## config.mk

```make
export PLATFORM = sky130hd
export DESIGN_NAME = opdec_top
export DESIGN_NICKNAME = d
export VERILOG_FILES = /design/src/rtl/opdec_pkg.sv /design/src/rtl/opdec_class.sv /design/src/rtl/opdec_fields.sv /design/src/rtl/opdec_top.sv
export SDC_FILE = /design/constraint.sdc
export NUM_CORES = 1
export LEC_CHECK = 0
export BUFFER_PORTS_ARGS = -buffer_cell sky130_fd_sc_hd__buf_2
export CORE_MARGIN = 1
export CORE_UTILIZATION = 53
export CTS_BUF_LIST = sky130_fd_sc_hd__clkbuf_4
export DETAILED_ROUTE_END_ITERATION = 8
export PLACE_DENSITY = 0.79
export RECOVER_POWER = 100
export REMOVE_ABC_BUFFERS = 1
export SYNTH_ARGS = -nofsm -noshare
export SYNTH_HDL_FRONTEND = slang
export SYNTH_SLANG_ARGS = --single-unit
```

## constraint.sdc

```tcl
create_clock -name clk -period 1.9 [get_ports clk]
set_input_delay 0.095 -clock clk [delete_from_list [all_inputs] [get_ports clk]]
set_output_delay 0.095 -clock clk [all_outputs]
set_load 0.01 [all_outputs]
```

## src/rtl/opdec_pkg.sv

```systemverilog
package opdec_pkg;

    localparam int OP_W   = 8;
    localparam int FLD_W  = 3;
    localparam int XCMD_W = OP_W - FLD_W;
    localparam int LEN_W  = 2;

    // lowest usable external-command number
    localparam logic [XCMD_W-1:0] XCMD_LO = XCMD_W'(8);
    // register code selecting memory at H:L
    localparam logic [FLD_W-1:0]  REG_MEM = '1;

    typedef enum logic [3:0] {
        CL_HALT    = 4'd0,
        CL_NOP     = 4'd1,
        CL_MOVE    = 4'd2,
        CL_LOADI   = 4'd3,
        CL_ALUR    = 4'd4,
        CL_ALUI    = 4'd5,
        CL_ROTL    = 4'd6,
        CL_ROTR    = 4'd7,
        CL_JUMP    = 4'd8,
        CL_CALL    = 4'd9,
        CL_RET     = 4'd10,
        CL_INPUT   = 4'd11,
        CL_EXTCMD  = 4'd12,
        CL_ILLEGAL = 4'd13
    } op_class_e;

    typedef enum logic {
        ST_IDLE = 1'b0,
        ST_SHOW = 1'b1
    } dec_state_e;

    typedef struct packed {
        op_class_e         cls;
        logic [LEN_W-1:0]  len;
        logic [FLD_W-1:0]  dst;
        logic [FLD_W-1:0]  src;
        logic [FLD_W-1:0]  alu;
        logic [FLD_W-1:0]  cond;
        logic              cond_en;
        logic              mem;
        logic [XCMD_W-1:0] xcmd;
        logic              xcmd_ok;
    } dec_word_t;

endpackage

```

## src/rtl/opdec_class.sv

```systemverilog
module opdec_class
    import opdec_pkg::*;
(
    input  logic [OP_W-1:0]  op,
    output op_class_e        cls,
    output logic [LEN_W-1:0] len,
    output logic             cond_en
);

    logic [1:0]        grp;
    logic [FLD_W-1:0]  mid;
    logic [FLD_W-1:0]  low;
    logic [XCMD_W-1:0] cmd;

    assign grp = op[OP_W-1 -: 2];
    assign mid = op[2*FLD_W-1 -: FLD_W];
    assign low = op[FLD_W-1:0];
    assign cmd = op[XCMD_W:1];

    always_comb begin
        cls     = CL_ILLEGAL;
        len     = LEN_W'(1);
        cond_en = 1'b0;
        unique case (grp)
            2'b00: begin
                case (low)
                    3'b000, 3'b001: if (mid == '0) cls = CL_HALT;
                    3'b010: begin
                        if (mid == 3'd0)      cls = CL_ROTL;
                        else if (mid == 3'd1) cls = CL_ROTR;
                    end
                    3'b011: begin
                        cls     = CL_RET;
                        cond_en = 1'b1;
                    end
                    3'b100: begin
                        cls = CL_ALUI;
                        len = LEN_W'(2);
                    end
                    3'b110: begin
                        if (mid != REG_MEM) begin
                            cls = CL_LOADI;
                            len = LEN_W'(2);
                        end
                    end
                    3'b111: if (mid == '0) cls = CL_RET;
                    default: ;
                endcase
            end
            2'b01: begin
                if (low[0]) begin
                    if (cmd == '0)          cls = CL_INPUT;
                    else if (cmd >= XCMD_LO) cls = CL_EXTCMD;
                end else begin
                    case (low)
                        3'b000: begin
                            cls = CL_JUMP; len = LEN_W'(3); cond_en = 1'b1;
                        end
                        3'b010: begin
                            cls = CL_CALL; len = LEN_W'(3); cond_en = 1'b1;
                        end
                        3'b100: if (mid == '0) begin
                            cls = CL_JUMP; len = LEN_W'(3);
                        end
                        3'b110: if (mid == '0) begin
                            cls = CL_CALL; len = LEN_W'(3);
                        end
                        default: ;
                    endcase
                end
            end
            2'b10: cls = CL_ALUR;
            2'b11: begin
                if (op == '1)       cls = CL_HALT;
                else if (op[5:0] == '0) cls = CL_NOP;
                else                cls = CL_MOVE;
            end
        endcase
    end

endmodule

```

## src/rtl/opdec_fields.sv

```systemverilog
module opdec_fields
    import opdec_pkg::*;
(
    input  logic [OP_W-1:0]   op,
    input  op_class_e         cls,
    input  logic              cond_en,
    output logic [FLD_W-1:0]  dst,
    output logic [FLD_W-1:0]  src,
    output logic [FLD_W-1:0]  alu,
    output logic [FLD_W-1:0]  cond,
    output logic              mem,
    output logic [XCMD_W-1:0] xcmd,
    output logic              xcmd_ok
);

    logic [FLD_W-1:0] hi_f;
    logic [FLD_W-1:0] lo_f;
    logic             uses_dst;
    logic             uses_src;
    logic             uses_alu;

    assign hi_f = op[2*FLD_W-1 -: FLD_W];
    assign lo_f = op[FLD_W-1:0];

    assign uses_dst = (cls == CL_MOVE) || (cls == CL_NOP) || (cls == CL_LOADI);
    assign uses_src = (cls == CL_MOVE) || (cls == CL_NOP) || (cls == CL_ALUR);
    assign uses_alu = (cls == CL_ALUR) || (cls == CL_ALUI);

    always_comb begin
        dst     = uses_dst ? hi_f : '0;
        src     = uses_src ? lo_f : '0;
        alu     = uses_alu ? hi_f : '0;
        cond    = cond_en  ? hi_f : '0;
        mem     = ((cls == CL_ALUR) && (lo_f == REG_MEM)) ||
                  ((cls == CL_MOVE) && ((hi_f == REG_MEM) || (lo_f == REG_MEM)));
        xcmd_ok = (cls == CL_EXTCMD);
        xcmd    = xcmd_ok ? op[XCMD_W:1] : '0;
    end

endmodule

```

## src/rtl/opdec_top.sv

```systemverilog
module opdec_top
    import opdec_pkg::*;
(
    input  logic              clk,
    input  logic              rst_n,
    input  logic              op_valid,
    input  logic [7:0]        op_byte,
    output logic              dec_valid,
    output logic [3:0]        dec_class,
    output logic [1:0]        dec_len,
    output logic [2:0]        dec_dst,
    output logic [2:0]        dec_src,
    output logic [2:0]        dec_alu,
    output logic [2:0]        dec_cond,
    output logic              dec_cond_en,
    output logic              dec_mem,
    output logic [4:0]        dec_xcmd,
    output logic              dec_xcmd_ok
);

    dec_state_e state_q, state_d;
    dec_word_t  word_c, word_q;
    op_class_e  cls_c;
    logic [LEN_W-1:0] len_c;
    logic       cond_en_c;

    opdec_class u_class (
        .op      (op_byte),
        .cls     (cls_c),
        .len     (len_c),
        .cond_en (cond_en_c)
    );

    opdec_fields u_fields (
        .op      (op_byte),
        .cls     (cls_c),
        .cond_en (cond_en_c),
        .dst     (word_c.dst),
        .src     (word_c.src),
        .alu     (word_c.alu),
        .cond    (word_c.cond),
        .mem     (word_c.mem),
        .xcmd    (word_c.xcmd),
        .xcmd_ok (word_c.xcmd_ok)
    );

    assign word_c.cls     = cls_c;
    assign word_c.len     = len_c;
    assign word_c.cond_en = cond_en_c;

    // state register
    always_ff @(posedge clk) begin
        if (!rst_n) state_q <= ST_IDLE;
        else        state_q <= state_d;
    end

    // next state: T_WAIT, T_CAPTURE, T_RELOAD, T_DRAIN
    always_comb begin
        state_d = state_q;
        unique case (state_q)
            ST_IDLE: state_d = op_valid ? ST_SHOW : ST_IDLE;
            ST_SHOW: state_d = op_valid ? ST_SHOW : ST_IDLE;
        endcase
    end

    // output register
    always_ff @(posedge clk) begin
        if (!rst_n)        word_q <= '0;
        else if (op_valid) word_q <= word_c;
    end

    assign dec_valid   = (state_q == ST_SHOW);
    assign dec_class   = word_q.cls;
    assign dec_len     = word_q.len;
    assign dec_dst     = word_q.dst;
    assign dec_src     = word_q.src;
    assign dec_alu     = word_q.alu;
    assign dec_cond    = word_q.cond;
    assign dec_cond_en = word_q.cond_en;
    assign dec_mem     = word_q.mem;
    assign dec_xcmd    = word_q.xcmd;
    assign dec_xcmd_ok = word_q.xcmd_ok;

    AST_VALID_FOLLOWS: assert property (@(posedge clk) disable iff (!rst_n)
        op_valid |=> dec_valid);
    AST_IDLE_HOLDS: assert property (@(posedge clk) disable iff (!rst_n)
        !op_valid |=> (!dec_valid && $stable(dec_class) && $stable(dec_len)));
    AST_MEM_ONLY_DATA: assert property (@(posedge clk) disable iff (!rst_n)
        dec_mem |-> (dec_class == CL_ALUR || dec_class == CL_MOVE));
    AST_XCMD_OK_CLASS: assert property (@(posedge clk) disable iff (!rst_n)
        dec_xcmd_ok |-> (dec_class == CL_EXTCMD && dec_xcmd >= XCMD_LO));
    AST_COND_ON_BRANCH: assert property (@(posedge clk) disable iff (!rst_n)
        dec_cond_en |-> (dec_class == CL_JUMP || dec_class == CL_CALL || dec_class == CL_RET));
    AST_FAR_LEN: assert property (@(posedge clk) disable iff (!rst_n)
        (dec_valid && (dec_class == CL_JUMP || dec_class == CL_CALL)) |-> dec_len == 2'd3);
    AST_HALT_NO_MEM: assert property (@(posedge clk) disable iff (!rst_n)
        (dec_valid && dec_class == CL_HALT) |-> (!dec_mem && dec_len == 2'd1));

endmodule

```

==> results of run 1 <==
## routing by layer
layer	vias to the layer above	wire (um)
li1	649	-
met1	626	1681
met2	49	1474
met3	4	172
met4	0	55
met5	-	0
## area by class of cell
cell class	count	area share
clock inverter	1	0.003249
multi-input combinational	106	0.4403
tap	28	0.02275
timing repair buffer	50	0.1535
sequential	27	0.3509
clock buffer	3	0.01462
inverter	6	0.01462
## kinds of logic after synthesis
group / count (synthesis) / share of synthesized area
fa+ha+maj: 1 / 0.007648
buf+inv: 17 / 0.05831
simple gates: 58 / 0.2295
compound gates: 45 / 0.2763
mux: 2 / 0.01530
flops: 27 / 0.4130
## worst paths after layout
check	start	end	slack (ns)	cells after the start
max	op_byte[1]	dec_dst[1]$_SDFFE_PN0P_	0.26	6
min	op_byte[5]	dec_cond[2]$_SDFFE_PN0P_	0.09	3
max reg2reg	dec_mem$_SDFFE_PN0P_	dec_mem$_SDFFE_PN0P_	1.15	4
min reg2reg	dec_xcmd[4]$_SDFFE_PN0P_	dec_xcmd[4]$_SDFFE_PN0P_	0.46	2
## placed cells by master (no fill, tap or decap), types with 3 or more instances in the layout
cell       n
a211oi_1   5
a21oi_1    4
a22oi_1    4
a32o_1     5
buf_2      7
buf_4      9
clkbuf_1  33
clkbuf_4   3
dfxtp_1   27
inv_1      6
nand2_1   16
nor2_1    17
nor2b_1    3
nor3_1     5
o21ai_0    7
o31ai_1    5
## per-stage QoR
step	util	total power [mW]
final	0.6767	1.045
after global routing	0.6767	1.097
after CTS	0.7042	1.059
after detailed placement	0.6877	0.8189
after global placement	0.6877	0.8142
after floorplan	-	0.7157
## state kept, by name (all words and copies together), names as in the netlist
name,count
dec_cond_en,1
dec_xcmd_ok,1
dec_len,2
dec_mem,1
dec_cond,3
dec_class,4
dec_src,3
dec_dst,3
dec_alu,3
dec_xcmd,5
dec_valid,1
## worst reg2reg max path, delay by kind of cell, from the launching register on
family	cells	cell delay (ns)
DFF	1	0.36
AOI/OAI and AO/OA	2	0.19
buffers and inverters	1	0.04
and+or+nand+nor	1	0.07
## power by group through the flow
stage	Combinational (mW)	Sequential [mW]	Clock, mW
after global routing	0.224	0.600	0.273
after global placement	0.207	0.607	0
final	0.204	0.597	0.245
after CTS	0.212	0.596	0.251
after detailed placement	0.210	0.609	0
after floorplan	0.0974	0.618	0
## what timing repair did
| item | CTS | global route |
|---|---|---|
| hold buffers | 1 | 0 |
| hold endpoints to repair | 1 | 0 |
| endpoints found under the setup margin | 0 | 0 |
==> results by group, run 1 <==
Power and ir drop
  • Switching share of power: 0.2913
  • Leakage: 0.5686 nW
  • Logic pwr share: 0.195
  • Pint: around 740 uW
  • Sw power: about 300 uW
  • Clock share of power: 0.234
  • Cell Pwr Density: just under 700 mW/mm^2
  • Seq pwr share: 0.571
  • Peak supply drop: ~0.48 mV

Worst setup path
  • CP Cell Sequence: clkbuf_1 > or4_1 > or4_1 > o221a_4 > o211ai_4 > a32o_1
  • Critical path's most frequent cell: or4_1
  • CP endpoint kind: register
  • Crit-path max FO: 9
  • CP max-delay cell: or4_1
  • Buf/Inv on CP: 1
  • Critical Path AT: around 1.9 ns
  • Critical Path RT: about 2.2 ns
  • Setup CP Type: in -> reg
  • Slowest Stage Delay on Critical Path: around 0.62 ns
  • Crit-path leading delay family: simple AND/OR/NAND/NOR gates
  • Critical Path Source Type: primary input

Clock network
  • CTS tree: done
  • Setup Fix Bufs, Post-CTS: 0
  • Clk sinks: 27
  • Total CTS buffers: 3
  • Maximum clock path buffer count: 2
  • H-Tree Level Count: 1
  • CTS Root Cell: clkbuf_4
  • Worst skew pair latency: 0.32 ns
  • Clock transition at path regs: between 0.1 and 0.15 ns
  • Cts repair resizes: 0

STA
  • Worst clock skew: 0 ns
  • Setup TNS: 0 ns
  • Setup-failing EPs final: 0
  • Hold Fails Final Rpt: 0
  • Final period util: 0.8617
  • Worst slew pin tran: between 0.6 and 0.7 ns
  • RSZ-0062 raised after global routing: no
  • Fin crit period: 1.637 ns
  • Fmax achieved: 0.6108 GHz
  • Relative slew margins: 0.5942
  • Worst setup margin: 0.2628 ns
  • Final Max Tran Viols: 0
  • Worst hold slack: 0.08707 ns

Cells and area
  • FILL cells: 228
  • Area of the multi-input gates: 678.2 sq um
  • Post-route cell area: ~0.0015 sq mm
  • Nets@finish: about 210
  • Ant. Diodes: 0
  • Layout area overhead: 17.69%
  • Register Area: around 540 sq um
  • Layout cell share with drive strength beyond 1: 0.1295
  • Final Non-Filler Cells: roughly 220

Global route
  • Gr usage total: 0.2726
  • Met2 Track Usage GR: 0.4134
  • GRT overflow: 0
  • Global routing's busiest layer: met2
  • Grt met1 use: 0.3932
  • Largest net degree at the start of global routing: 19
  • First-pass GRT wire length: approximately 5400 um
  • Antenna violations before repair: 0
  • Vias in the first global route: approximately 1100
  • Grt met3 use: 0.02632

Placement
  • DP Area: about 0.0016 sq mm
  • Port buffer count: 37
  • Routability cong.: 0.9304
  • Detailed placement HPWL: about 2500 um
  • Setup Slack @ Placement: roughly 0.0078 ns
  • Placed insts: around 220

Route
  • Avg WL per Cell: about 15 um
  • Vias: ~1300
  • Final WL: 3383 um
  • Via density: between 6 and 7
  • DRC Markers: 0
  • Iter 0 DRT Violations: 40
  • Post-DRT Antenna Nets: 0
  • Pre-Repair DR Iteration Count: 4

Synth
  • Syn Area/Cell: just under 9 sq um
  • Top cell type's share of synthesized area: 0.4130
  • Top cells by area, synth: dfxtp_1, nor2_1, nand2_1, a32o_1, a211oi_1
  • Post-synth ARST share: 0
  • Synth warn: 0
  • Synthesized instance count: 150
  • Post-synthesis sequential area ratio: 0.4130
  • Yosys top cell by area: dfxtp_1
  • Main synth FF type: dfxtp_1
  • Post-synth EDFFs: 0
  • Synth top cells by count: dfxtp_1, nor2_1, nand2_1
  • Yosys reg bits: 27
  • Most frequent cell after synthesis: dfxtp_1
  • Mapped Area: approximately 0.0013 sq mm
  • Unique masters post-synth: between 40 and 50

Floorplan
  • Starting density of the core: 0.5750
  • Core Area: around 0.0023 sq mm
  • Die width: 51.69 um
  • Die area: between 0.002 and 0.003 sq mm
  • Row cnt: 17
  • IO Count: 38
  • Chip Height: ~52 um

Hold path
  • Min-Delay Path Class: in -> reg

Run status
  • Status: finished clean

Run
  • MaxCap Viol Count: 0
Power figures use the tool's default switching activity.
==> run 2, diff against run 1 <==
--- a/config.mk
+++ b/config.mk
@@ -10,6 +10,7 @@
 export CORE_UTILIZATION = 53
 export CTS_BUF_LIST = sky130_fd_sc_hd__clkbuf_4
 export DETAILED_ROUTE_END_ITERATION = 8
+export HOLD_SLACK_MARGIN = 0.1
 export PLACE_DENSITY = 0.79
 export RECOVER_POWER = 100
 export REMOVE_ABC_BUFFERS = 1
==> run 2 against run 1 <==
Routed wire length rose by 2.4%. Worst setup slack worse by 0.0041 ns. Combinational power increased by 3%. Cell area is 2.6% higher. Via count rose by 1.5%. Maximum frequency fell by 0.25%. Count of clock-buffer cells in the layout is the same. Critical path depth did not move.
==> results by group, run 2 (same netlist as run 1, synthesis figures left out) <==
Run status
  • Status: finished clean (unchanged)

Cells and area
  • Most common cell after layout, fill and taps aside: clkbuf_1 (unchanged)
  • Nets@finish: 209 (was 205)
  • Layout area overhead: 20.75% (was 17.69%)
  • FILL cells: 224 (was 228)
  • Number of flip-flops in the largest register: 5 (unchanged)
  • Layout cell share with drive strength beyond 1: 0.1269 (was 0.1295)
  • Ant. Diodes: 0 (unchanged)
  • Most frequent cells in the layout: clkbuf_1, dfxtp_1, nor2_1 (unchanged)

Route
  • Final WL: 3465 um (was 3383 um)
  • Avg WL per Cell: 15.40 um (was 15.31 um)
  • Vias: 1348 (was 1328)
  • Via density: 5.991 (was 6.009)
  • Post-DRT Antenna Nets: 0 (unchanged)
  • Pre-Repair DR Iteration Count: 4 (unchanged)
  • Iter 0 DRT Violations: 48 (was 40)
  • DRC Markers: 0 (unchanged)

STA
  • Fin crit period: 1.641 ns (was 1.637 ns)
  • Worst slew pin tran: 0.6078 ns (was 0.6041 ns)
  • Setup-failing EPs final: 0 (unchanged)
  • Worst clock skew: 0 ns (unchanged)
  • RSZ-0062 raised after global routing: no (unchanged)
  • Hold Fails Final Rpt: 0 (unchanged)
  • Fmax achieved: 0.6093 GHz (was 0.6108 GHz)
  • Relative slew margins: 0.5917 (was 0.5942)
  • Final period util: 0.8639 (was 0.8617)
  • Worst setup margin: 0.2586 ns (was 0.2628 ns)
  • Setup TNS: 0 ns (unchanged)
  • Final Max Tran Viols: 0 (unchanged)

Clock network
  • H-Tree Level Count: 1 (unchanged)
  • Maximum clock path buffer count: 2 (unchanged)
  • Setup Fix Bufs, Post-CTS: 0 (unchanged)
  • CTS Root Cell: clkbuf_4 (unchanged)
  • Cts hold-fix bufs: 5 (was 1)
  • Total CTS buffers: 3 (unchanged)
  • CTS tree: done (unchanged)
  • Clk sinks: 27 (unchanged)
  • Cts repair resizes: 0 (unchanged)
  • Clock transition at path regs: 0.14 ns (about the same)
  • Worst skew pair latency: 0.32 ns (about the same)

Global route
  • Gr usage total: 0.2775 (was 0.2726)
  • Grt met1 use: 0.4004 (was 0.3932)
  • Vias in the first global route: 1152 (was 1137)
  • First-pass GRT wire length: 5526 um (was 5416 um)
  • Grt met3 use: 0.02632 (unchanged)
  • Met2 Track Usage GR: 0.4221 (was 0.4134)
  • Antenna violations before repair: 0 (unchanged)
  • Global routing's busiest layer: met2 (unchanged)
  • Largest net degree at the start of global routing: 19 (unchanged)
  • GRT overflow: 0 (unchanged)

Placement
  • Setup Slack @ Placement: 0.007795 ns (unchanged)
  • Detailed placement HPWL: 2547 um (unchanged)
  • Port buffer count: 37 (unchanged)
  • Routability cong.: 0.9304 (unchanged)

Power and ir drop
  • Peak supply drop: 0.4754 mV (was 0.4756 mV)
  • Cell Pwr Density: 665.2 mW/mm^2 (was 678.6 mW/mm^2)
  • Leakage: 0.5853 nW (was 0.5686 nW)

Worst setup path
  • R2R Setup Slk: 1.15 ns (about the same)
  • Setup CP Type: in -> reg (unchanged)
  • Slowest Stage Delay on Critical Path: 0.62 ns (about the same)
  • CP max-delay cell: or4_1 (unchanged)
  • FF-to-FF Start: dec_mem$_SDFFE_PN0P_ (unchanged)
  • Crit-path max FO: 9 (unchanged)
  • Critical Path AT: 1.91 ns (about the same)
  • Worst r2r path cells: 4 (unchanged)
  • RR Endpoint: dec_mem$_SDFFE_PN0P_ (unchanged)
  • Critical Path Source Type: primary input (unchanged)
  • CP endpoint kind: register (unchanged)
  • Critical Path RT: 2.17 ns (about the same)
  • CP Cell Sequence: clkbuf_1 > or4_1 > or4_1 > o221a_4 > o211ai_4 > a32o_1 (unchanged)
  • Critical path's most frequent cell: or4_1 (unchanged)

Run
  • MaxCap Viol Count: 0 (unchanged)

Floorplan
  • Chip Height: 51.69 um (unchanged)
  • Die area: 0.002672 sq mm (unchanged)
  • Starting density of the core: 0.5750 (unchanged)
  • Row cnt: 17 (unchanged)
  • Die width: 51.69 um (unchanged)
  • Core Area: 0.002276 sq mm (unchanged)
  • IO Count: 38 (unchanged)

Hold path
  • Hold path depth: 3 (unchanged)
  • Hold_sp: op_byte[2] (was op_byte[5])
  • Min-Delay Path Class: in -> reg (unchanged)
  • Hold Path End: dec_src[2]$_SDFFE_PN0P_ (was dec_cond[2]$_SDFFE_PN0P_)
run 2: worst max path at each step:
stage | slack (ns) | cells after the start | startpoint | endpoint
floorplan | 0.28 | 5 | op_byte[1] | dec_dst[0]$_SDFFE_PN0P_
global placement | 0.1 | 6 | op_byte[1] | dec_dst[0]$_SDFFE_PN0P_
detailed placement | 0.008 | 6 | op_byte[1] | dec_dst[1]$_SDFFE_PN0P_
CTS | 0.37 | 6 | op_byte[1] | dec_dst[1]$_SDFFE_PN0P_
global route | 0.14 | 6 | op_byte[1] | dec_xcmd[1]$_SDFFE_PN0P_
finish | 0.26 | 6 | op_byte[1] | dec_dst[1]$_SDFFE_PN0P_
run 2: power by group:
part / switching (mW) / internal [mW] / total, mW / leakage (nW)
Sequential: 0.00979 / 0.587 / 0.597 / 0.220
Combinational: 0.131 / 0.0803 / 0.211 / 0.348
Clock: 0.165 / 0.0789 / 0.244 / 0.0177
run 2: metrics by stage:
| step | util | total power, mW | instances | hold WS [ns] | area (sq um) |
|---|---|---|---|---|---|
| after floorplan | - | 0.7157 | 139 | 0.1844 | 1255 |
| after global placement | 0.6877 | 0.8142 | 216 | 0.3375 | 1565 |
| after detailed placement | 0.6877 | 0.8189 | 216 | 0.3394 | 1565 |
| after CTS | 0.7218 | 1.066 | 225 | 0.1227 | 1643 |
| after global routing | 0.6943 | 1.104 | 225 | 0.1641 | 1580 |
| final | 0.6943 | 1.051 | 225 | 0.1280 | 1580 |
run 2: area by class of cell:
cell class,instances,area (sq um),area share
clock buffers,3,22.52,0.01425
inverters,6,22.52,0.01425
flip-flops and latches,27,540.5,0.3420
well taps,28,35.03,0.02217
multi-input cells,106,678.2,0.4291
clock inverters,1,5.005,0.003167
repair buffers,54,276.5,0.1750
run 2: worst max-delay path: cells and delay by family:
family / cells / cell delay (ns)
buf+inv: 1 / 0.14
compound gates: 3 / 0.54
simple gates: 2 / 1.13
run 2: metal layers:
metal / vias up / share of wire
li1: 654 / -
met1: 641 / 0.49
met2: 49 / 0.44
met3: 4 / 0.050
met4: 0 / 0.016
met5: - / 0
